<file path="config.mk">
export PLATFORM = sky130hd
export DESIGN_NAME = bundle_cpu
export DESIGN_NICKNAME = d
export VERILOG_FILES = /design/src/rtl/cpu3_pkg.sv /design/src/rtl/cpu3_slot_pick.sv /design/src/rtl/cpu3_alu.sv /design/src/rtl/bundle_cpu.sv
export SDC_FILE = /design/constraint.sdc
export NUM_CORES = 1
export LEC_CHECK = 0
export BUFFER_PORTS_ARGS = -buffer_cell sky130_fd_sc_hd__buf_2
export CORE_MARGIN = 2
export CORE_UTILIZATION = 45
export DETAILED_ROUTE_END_ITERATION = 12
export PLACE_DENSITY = 0.73
export SLEW_MARGIN = 10
export SYNTH_ARGS = -nofsm -noshare
export SYNTH_HDL_FRONTEND = slang
export SYNTH_HIERARCHICAL = 1
export SYNTH_SLANG_ARGS = --single-unit
</file>
<file path="constraint.sdc">
create_clock -name clk -period 3.8 [get_ports clk]
set_clock_uncertainty 0.15 [all_clocks]
set_input_delay 0.19 -clock clk [delete_from_list [all_inputs] [get_ports clk]]
set_output_delay 0.19 -clock clk [all_outputs]
set_load 0.02 [all_outputs]
</file>
<file path="src/rtl/cpu3_pkg.sv">
package cpu3_pkg;

    localparam int OP_W = 3;

    typedef enum logic [OP_W-1:0] {
        OP_SWP = 3'd0,
        OP_LDI = 3'd1,
        OP_LDA = 3'd2,
        OP_STO = 3'd3,
        OP_ADD = 3'd4,
        OP_AND = 3'd5,
        OP_XOR = 3'd6,
        OP_JZ  = 3'd7
    } op_e;

    typedef enum logic [1:0] {
        ST_FETCH  = 2'd0,
        ST_DECODE = 2'd1,
        ST_EXEC   = 2'd2,
        ST_WAIT   = 2'd3
    } state_e;

endpackage

</file>
<file path="src/rtl/cpu3_slot_pick.sv">
// Selects the opcode of the active slot in a bundle.
// Also flags the last slot that will execute.
module cpu3_slot_pick #(
    parameter int WORD_W = 16,
    parameter int SLOTS  = 5,
    parameter int OP_W   = 3,
    localparam int IDX_W = $clog2(SLOTS)
) (
    input  logic [WORD_W-1:0] bundle,
    input  logic [IDX_W-1:0]  idx,
    output logic [OP_W-1:0]   op,
    output logic              last
);
    logic [OP_W-1:0] field [SLOTS];

    // Slot 1 sits in the most significant bits; bit 0 is the skip flag.
    for (genvar i = 0; i < SLOTS; i++) begin : g_field
        assign field[i] = bundle[WORD_W-1-i*OP_W -: OP_W];
    end

    assign op = field[idx];

    always_comb begin
        last = (idx == IDX_W'(SLOTS-1));
        if (bundle[0] && idx == IDX_W'(SLOTS-2)) begin
            last = 1'b1;
        end
    end
endmodule

</file>
<file path="src/rtl/cpu3_alu.sv">
// Produces the new accumulator value for the memory-operand operations.
module cpu3_alu #(
    parameter int WORD_W = 16
) (
    input  cpu3_pkg::op_e     op,
    input  logic [WORD_W-1:0] acc,
    input  logic [WORD_W-1:0] mval,
    output logic [WORD_W-1:0] res
);
    import cpu3_pkg::*;

    always_comb begin
        unique case (op)
            OP_LDA:  res = mval;
            OP_ADD:  res = acc + mval;
            OP_AND:  res = acc & mval;
            OP_XOR:  res = acc ^ mval;
            default: res = acc;
        endcase
    end
endmodule

</file>
<file path="src/rtl/bundle_cpu.sv">
module bundle_cpu #(
    parameter int WORD_W = 16,
    parameter int SLOTS  = 5
) (
    input  logic              clk,
    input  logic              rst_n,
    output logic [WORD_W-1:0] mem_addr,
    output logic              mem_we,
    output logic [WORD_W-1:0] mem_wdata,
    input  logic [WORD_W-1:0] mem_rdata,
    output logic              ret_valid,
    output logic [2:0]        ret_op,
    output logic [WORD_W-1:0] ret_pc,
    output logic [WORD_W-1:0] ret_a,
    output logic [WORD_W-1:0] ret_d
);
    import cpu3_pkg::*;

    localparam int IDX_W = $clog2(SLOTS);

    state_e            state, nxt;
    logic [WORD_W-1:0] pc, acc, dreg, ir;
    logic [IDX_W-1:0]  slot;
    logic [OP_W-1:0]   raw_op;
    op_e               cur_op;
    logic              last_slot;
    logic              retire, jump;
    logic [WORD_W-1:0] alu_res;
    logic              rv_q;
    logic [2:0]        rop_q;

    cpu3_slot_pick #(.WORD_W(WORD_W), .SLOTS(SLOTS), .OP_W(OP_W)) u_pick (
        .bundle (ir),
        .idx    (slot),
        .op     (raw_op),
        .last   (last_slot)
    );

    assign cur_op = op_e'(raw_op);

    cpu3_alu #(.WORD_W(WORD_W)) u_alu (
        .op   (cur_op),
        .acc  (acc),
        .mval (mem_rdata),
        .res  (alu_res)
    );

    // State register
    always_ff @(posedge clk or negedge rst_n) begin
        if (!rst_n) state <= ST_FETCH;
        else        state <= nxt;
    end

    // Outputs and next-state decode
    always_comb begin
        nxt       = state;
        mem_addr  = pc;
        mem_we    = 1'b0;
        mem_wdata = acc;
        retire    = 1'b0;
        jump      = 1'b0;
        unique case (state)
            ST_FETCH:  nxt = ST_DECODE;
            ST_DECODE: nxt = ST_EXEC;
            ST_EXEC: begin
                unique case (cur_op)
                    OP_SWP: begin
                        retire = 1'b1;
                        nxt    = last_slot ? ST_FETCH : ST_EXEC;
                    end
                    OP_LDI: begin
                        mem_addr = pc;
                        nxt      = ST_WAIT;
                    end
                    OP_STO: begin
                        mem_addr = dreg;
                        mem_we   = 1'b1;
                        retire   = 1'b1;
                        nxt      = last_slot ? ST_FETCH : ST_EXEC;
                    end
                    OP_JZ: begin
                        retire = 1'b1;
                        if (acc == '0) begin
                            jump = 1'b1;
                            nxt  = ST_FETCH;
                        end else begin
                            nxt  = last_slot ? ST_FETCH : ST_EXEC;
                        end
                    end
                    default: begin
                        mem_addr = dreg;
                        nxt      = ST_WAIT;
                    end
                endcase
            end
            ST_WAIT: begin
                retire = 1'b1;
                nxt    = last_slot ? ST_FETCH : ST_EXEC;
            end
        endcase
    end

    // Datapath registers
    always_ff @(posedge clk or negedge rst_n) begin
        if (!rst_n) begin
            pc    <= '0;
            acc   <= '0;
            dreg  <= '0;
            ir    <= '0;
            slot  <= '0;
            rv_q  <= 1'b0;
            rop_q <= '0;
        end else begin
            rv_q  <= retire;
            rop_q <= raw_op;
            if (state == ST_DECODE) begin
                ir   <= mem_rdata;
                pc   <= pc + 1'b1;
                slot <= '0;
            end
            if (state == ST_EXEC) begin
                if (cur_op == OP_SWP) begin
                    acc  <= dreg;
                    dreg <= acc;
                end
                if (jump) pc <= dreg;
            end
            if (state == ST_WAIT) begin
                if (cur_op == OP_LDI) begin
                    dreg <= mem_rdata;
                    pc   <= pc + 1'b1;
                end else begin
                    acc  <= alu_res;
                end
            end
            if (retire && !last_slot && !jump) slot <= slot + 1'b1;
        end
    end

    assign ret_valid = rv_q;
    assign ret_op    = rop_q;
    assign ret_pc    = pc;
    assign ret_a     = acc;
    assign ret_d     = dreg;
endmodule

</file>
==> results of run 1 <==
cell usage after synthesis, types with 3 or more instances:
| cell | number |
|---|---|
| nand2_1 | 100 |
| dfrtp_1 | 73 |
| o21ai_0 | 58 |
| nor2_1 | 55 |
| a21oi_1 | 53 |
| mux2i_1 | 37 |
| clkbuf_1 | 20 |
| nand3_1 | 19 |
| ha_1 | 18 |
| mux2_2 | 18 |
| buf_4 | 17 |
| nor3_1 | 11 |
| o21a_1 | 11 |
| buf_2 | 9 |
| o22ai_1 | 9 |
| nand4_1 | 7 |
| o22a_1 | 7 |
| inv_1 | 6 |
| a211oi_1 | 5 |
| a21o_1 | 5 |
| a22oi_1 | 5 |
| and3_1 | 5 |
| nand2b_1 | 5 |
| o221ai_1 | 5 |
| buf_1 | 4 |
| buf_6 | 4 |
| nor2b_1 | 4 |
| or3_1 | 4 |
| xnor2_1 | 4 |
| a31oi_1 | 3 |
| and4_1 | 3 |
| nor4_1 | 3 |
| o221a_2 | 3 |
| o32ai_1 | 3 |
flip-flops by register name, indices dropped and copies added (netlist names):
register   flops
ret_d         16
ret_pc        16
slot           3
ir            16
ret_op         3
state          2
ret_valid      1
mem_wdata     16
layout make-up:
cell class,instances,area share (%)
clock buffers,9,3.53
clock inverters,7,1.96
inverters,6,0.353
multi-input cells,509,51.3
flip-flops and latches,73,28.6
well taps,147,2.88
repair buffers,126,11.4
through the flow:
step / instances / setup slack (ns)
4_1_cts: 877 / 0.292
5_1_grt: 877 / 0.107
6_report: 877 / 0.297
3_3_place_gp: 847 / 0.715
3_5_place_dp: 847 / 0.556
2_1_floorplan: 642 / 0.855
layer usage:
metal,GRT usage [%],up-vias,share of wire (%)
met2,41.1,280,45
met3,5.26,30,8.2
met4,8.46,0,2.3
li1,-,2505,-
met5,0,-,0
met1,38.3,2588,45
kinds of logic after synthesis:
logic type                 Yosys count  share of synthesized area [%]
xor gates and xnor gates             6                          0.970
adders and majority gates           19                           4.53
DFF                                 73                           33.7
AOI/OAI and AO/OA                  195                           23.5
muxes                               58                           11.3
buffers and inverters               60                           6.10
and+or+nand+nor                    231                           20.0
worst register-to-register path, cell delays in order (launching register included):
cell       delay [ns]
dfrtp_1          0.54
mux2_1           0.38
a22oi_1          0.20
nand2_1          0.22
buf_4            0.27
nand2b_1         0.31
or2_2            0.30
o21ai_0          0.17
and3_4           0.20
a2111oi_1        0.37
nand2_1          0.08
o21ai_0          0.08
repair_timing:
action | in CTS | in global routing
endpoints found under the hold margin | 86 | 0
setup buffers | 0 | 0
hold buffers | 14 | 0
setup endpoints to repair | 0 | 0
worst max path at each step:
| stage | from | to | slack (ns) | cells after the start |
|---|---|---|---|---|
| after floorplan | slot[0] | mem_addr[7] | 0.86 | 8 |
| after global placement | slot[2] | ret_pc[6] | 0.72 | 8 |
| after detailed placement | slot[0] | mem_wdata[8] | 0.56 | 11 |
| after CTS | slot[0] | mem_addr[0] | 0.29 | 7 |
| after global routing | slot[0] | mem_addr[0] | 0.11 | 8 |
| final | slot[0] | mem_addr[0] | 0.30 | 8 |
==> key figures, run 1 <==
Synth
  – Synth Flop Type: dfrtp_1
  – Ranking of synthesized cells by area: dfrtp_1 34%, nand2_1 6.9%, mux2i_1 6.8%
  – Cells after synthesis: 642
  – Seq cells post-synth: 73
  – Yosys top cell by area: dfrtp_1
  – Ys Warns: 6
  – Ys async rst share: 100%
  – Avg Inst Size Synth: 8.44 um2
  – Synth cell types: 73
  – Syn nets: 679
  – Synth Cell Area: 0.00542 mm2
  – Seq/Total Area, Yosys: 33.7%
  – Post-synth EDFFs: 0
  – Top-area cell type share of the netlist area: 33.7%

Run status
  – Status: finished, final reports clean

Critical path
  – Worst Setup End Kind: primary output
  – RR Endpoint: mem_wdata[8]
  – Most used cell, CP: nand2_1
  – Cell family with most CP delay: multiplexers
  – Number of buffer and inverter stages on the critical path: 1
  – Max stage delay on crit path: 0.54 ns
  – FF-to-FF path depth: 11
  – Critical path arrival: 3.16 ns
  – Reg-to-reg slack, setup: 0.44 ns
  – Critical Path, Cell by Cell: mux2_1, a22oi_1, nand2_1, and2_2, nand2_1, o2111ai_2, mux2_2, buf_2
  – Worst endpoint required time: 3.46 ns
  – Startpoint types: flop
  – Crit path max-delay cell type: dfrtp_1
  – Reg2reg start: slot[0]
  – Worst Setup Path Type: flop to primary output
  – Worst Path Max Fanout: 17

Final layout
  – Final core area utilization: 53.9%
  – Antenna cells: 0
  – Register Area: 0.00183 mm2
  – Area Growth Syn to Fin: 17.9%
  – Most common cell after layout, fill and taps aside: buf_2
  – Fillers: 1085
  – Nets: 762
  – Multi-input logic area: 0.00328 mm2
  – Post-route cell area: 0.00639 mm2
  – Share of cells above drive strength 1: 23.2%
  – Most frequent cells in the layout: 101 x buf_2, 100 x nand2_1, 73 x dfrtp_1

GRT
  – Largest net degree at the start of global routing: 74
  – Grt ovf: 0
  – First-pass GRT wire length: 27100 um
  – Gr usage total: 26.8%
  – Vias in the first global route: 4949
  – Initial antenna violation count: 0

STA
  – Worst-margin pin slew: 0.936 ns
  – Final period util: 92.2%
  – RSZ-0062 raised after global routing: no
  – Final hold vios: 0
  – Hold slack: 0.00847 ns
  – Max Fclk: 285 MHz
  – Tmin final: 3.50 ns
  – Setup_tns: 0 ns
  – Max-slew violations: 0
  – Worst slew margin: 37.6%
  – # setup viols final: 0

Detailed routing
  – Post-route DRC: 0
  – Pre-antenna DRT Iters: 5
  – Post-Route WL: 17100 um
  – DR iter-0 viols: 627
  – Avg Vias per Cell: 6.16
  – Antenna viol nets, final: 0
  – WL per Instance: 19.5 um
  – Via count: 5403

Placed design
  – DP HPWL: 12200 um
  – IO buf count: 102
  – Placed inst area: 0.00590 mm2
  – Gpl congestion: 0.959

Floorplanning
  – Core area: 0.0119 mm2
  – Die Area: 0.0129 mm2
  – Total number of placement rows: 40
  – Die H: 114 um
  – Die width: 114 um
  – I/O Pins: 103
  – Initial Utilization: 45.7%

CTS
  – CTS sink cnt: 73
  – CTS H-tree depth: 3
  – Total CTS buffers: 9
  – Clk Latency, worst-skew pair: 0.34 ns
  – CTS clk-pin slew, worst paths: 0.06 ns
  – Root buf cell: clkbuf_16
  – CTS tree: yes
  – Post-CTS resize count: 0
  – Clock Path Buffers: 2

Run
  – Max Cap Viol: 0

Worst hold path
  – Min-Delay Path Class: input pin to flop
  – WHS Path Cells: 3
  – Hold path startpoint: mem_rdata[11]
  – Hold Path Sink: ir[11]
Power of run 1 is not shown: default switching activity piles up to over one toggle a cycle in this logic, so the estimate is an artifact.
==> run 2: changes to the inputs <==
BUFFER_PORTS_ARGS = unset   (was -buffer_cell sky130_fd_sc_hd__buf_2)
DONT_BUFFER_PORTS = 1   (was unset)
PLACE_DENSITY = 0.66   (was 0.73)
==> run 2 against run 1 <==
  * Final cell count fell by 9.5%
  * Die area did not move
  * Global-route usage is 1.4 points higher
  * Non-clock buffer count is 83 lower
  * Register-to-register slack gained 0.10 ns
  * Critical path depth unchanged
  * Largest cell class unchanged
==> key figures, run 2 (synthesis gave the netlist of run 1 again) <==
Worst hold path
  – Hold path startpoint: mem_rdata[4]
  – WHS Path Cells: 4
  – Hold Path Sink: mem_wdata[4]
  – Min-Delay Path Class: input pin to flop

Detailed routing
  – Post-route DRC: 0
  – Post-Route WL: 18000 um
  – Via count: 5131
  – Pre-antenna DRT Iters: 5
  – WL per Instance: 22.7 um
  – DR iter-0 viols: 715
  – Antenna viol nets, final: 0
  – Avg Vias per Cell: 6.46

Critical path
  – Reg-to-reg slack, setup: 0.54 ns
  – FF-to-FF path depth: 8
  – Startpoint types: flop
  – Worst Path Max Fanout: 17
  – Worst endpoint required time: 3.46 ns
  – RR Endpoint: slot[2]
  – Worst Setup End Kind: primary output
  – Reg2reg start: slot[0]
  – Worst Setup Path Type: flop to primary output
  – Critical path arrival: 2.96 ns

STA
  – Setup_tns: 0 ns
  – Final hold vios: 0
  – Worst-margin pin slew: 0.840 ns
  – Max Fclk: 303 MHz
  – # setup viols final: 0
  – Max-slew violations: 0
  – Worst slew margin: 44.0%
  – Final period util: 86.8%
  – Tmin final: 3.30 ns
  – Hold slack: 0.0481 ns
  – RSZ-0062 raised after global routing: no

Run
  – Max Cap Viol: 0

Floorplanning
  – Total number of placement rows: 40
  – I/O Pins: 103
  – Initial Utilization: 45.7%
  – Die Area: 0.0129 mm2
  – Core area: 0.0119 mm2
  – Die width: 114 um
  – Die H: 114 um

Final layout
  – Most common cell after layout, fill and taps aside: nand2_1
  – Antenna cells: 0
  – Nets: 679
  – Most frequent cells in the layout: 100 x nand2_1, 73 x dfrtp_1, 58 x o21ai_0
  – Area Growth Syn to Fin: 12.1%
  – Share of cells above drive strength 1: 12.8%
  – Final core area utilization: 51.2%

CTS
  – Post-CTS setup buffers: 0
  – CTS clk-pin slew, worst paths: 0.06 ns
  – Post-CTS resize count: 0
  – CTS tree: yes
  – Cts hold-fix bufs: 18
  – Clk Latency, worst-skew pair: 0.34 ns
  – CTS H-tree depth: 3
  – Clock Path Buffers: 2
  – Total CTS buffers: 9
  – Root buf cell: clkbuf_16
  – CTS sink cnt: 73

GRT
  – Vias in the first global route: 4809
  – Gr usage total: 28.2%
  – First-pass GRT wire length: 28000 um
  – Grt ovf: 0
  – Initial antenna violation count: 0
  – Largest net degree at the start of global routing: 74

Placed design
  – DP HPWL: 12700 um
  – IO buf count: 0
  – Gpl congestion: 0.893

Run status
  – Status: finished, final reports clean
-- run 2: per-stage QoR --
stage	instances	setup WS [ns]	area (um2)
4_1_cts	794	0.508	6070
3_3_place_gp	760	0.735	5520
5_1_grt	794	0.384	6070
2_1_floorplan	642	0.855	5420
6_report	794	0.503	6070
3_5_place_dp	760	0.603	5520
-- run 2: worst max-delay path by stage --
stage	start	endpoint	slack, ns	cells past startpoint
after floorplan	slot[0]	mem_addr[7]	0.86	8
after global placement	slot[0]	ret_pc[3]	0.74	8
after detailed placement	slot[0]	ret_pc[3]	0.60	8
after CTS	slot[0]	mem_addr[6]	0.51	8
after global routing	slot[0]	mem_addr[7]	0.38	9
final	slot[0]	mem_addr[6]	0.50	8
-- run 2: cell type report --
class                           instances  area (um2)
Tap cell                              147         184
Clock buffer                           10         239
Inverter                                6        22.5
Fill cell                            1113        5790
Sequential cell                        73        1830
Clock inverter                          6         114
Timing Repair Buffer                   43         410
Multi-Input combinational cell        509        3280
-- run 2: metal layers --
metal | track usage [%] | up-vias | routed length (um)
met2 | 42.5 | 250 | 8120
met4 | 11.6 | 0 | 563
met1 | 39.5 | 2498 | 7980
met3 | 6.16 | 34 | 1370
met5 | 0 | - | 0
li1 | - | 2349 | -
-- run 2: critical path: stages (launching register included) --
cell and delay (ns):
dfrtp_1 0.55, mux2_4 0.34, a221o_1 0.46, buf_4 0.24
and2_2 0.23, nand2_1 0.09, o2111ai_2 0.11, buf_4 0.23
mux2_2 0.35
Power of run 2 is left out for the same reason.
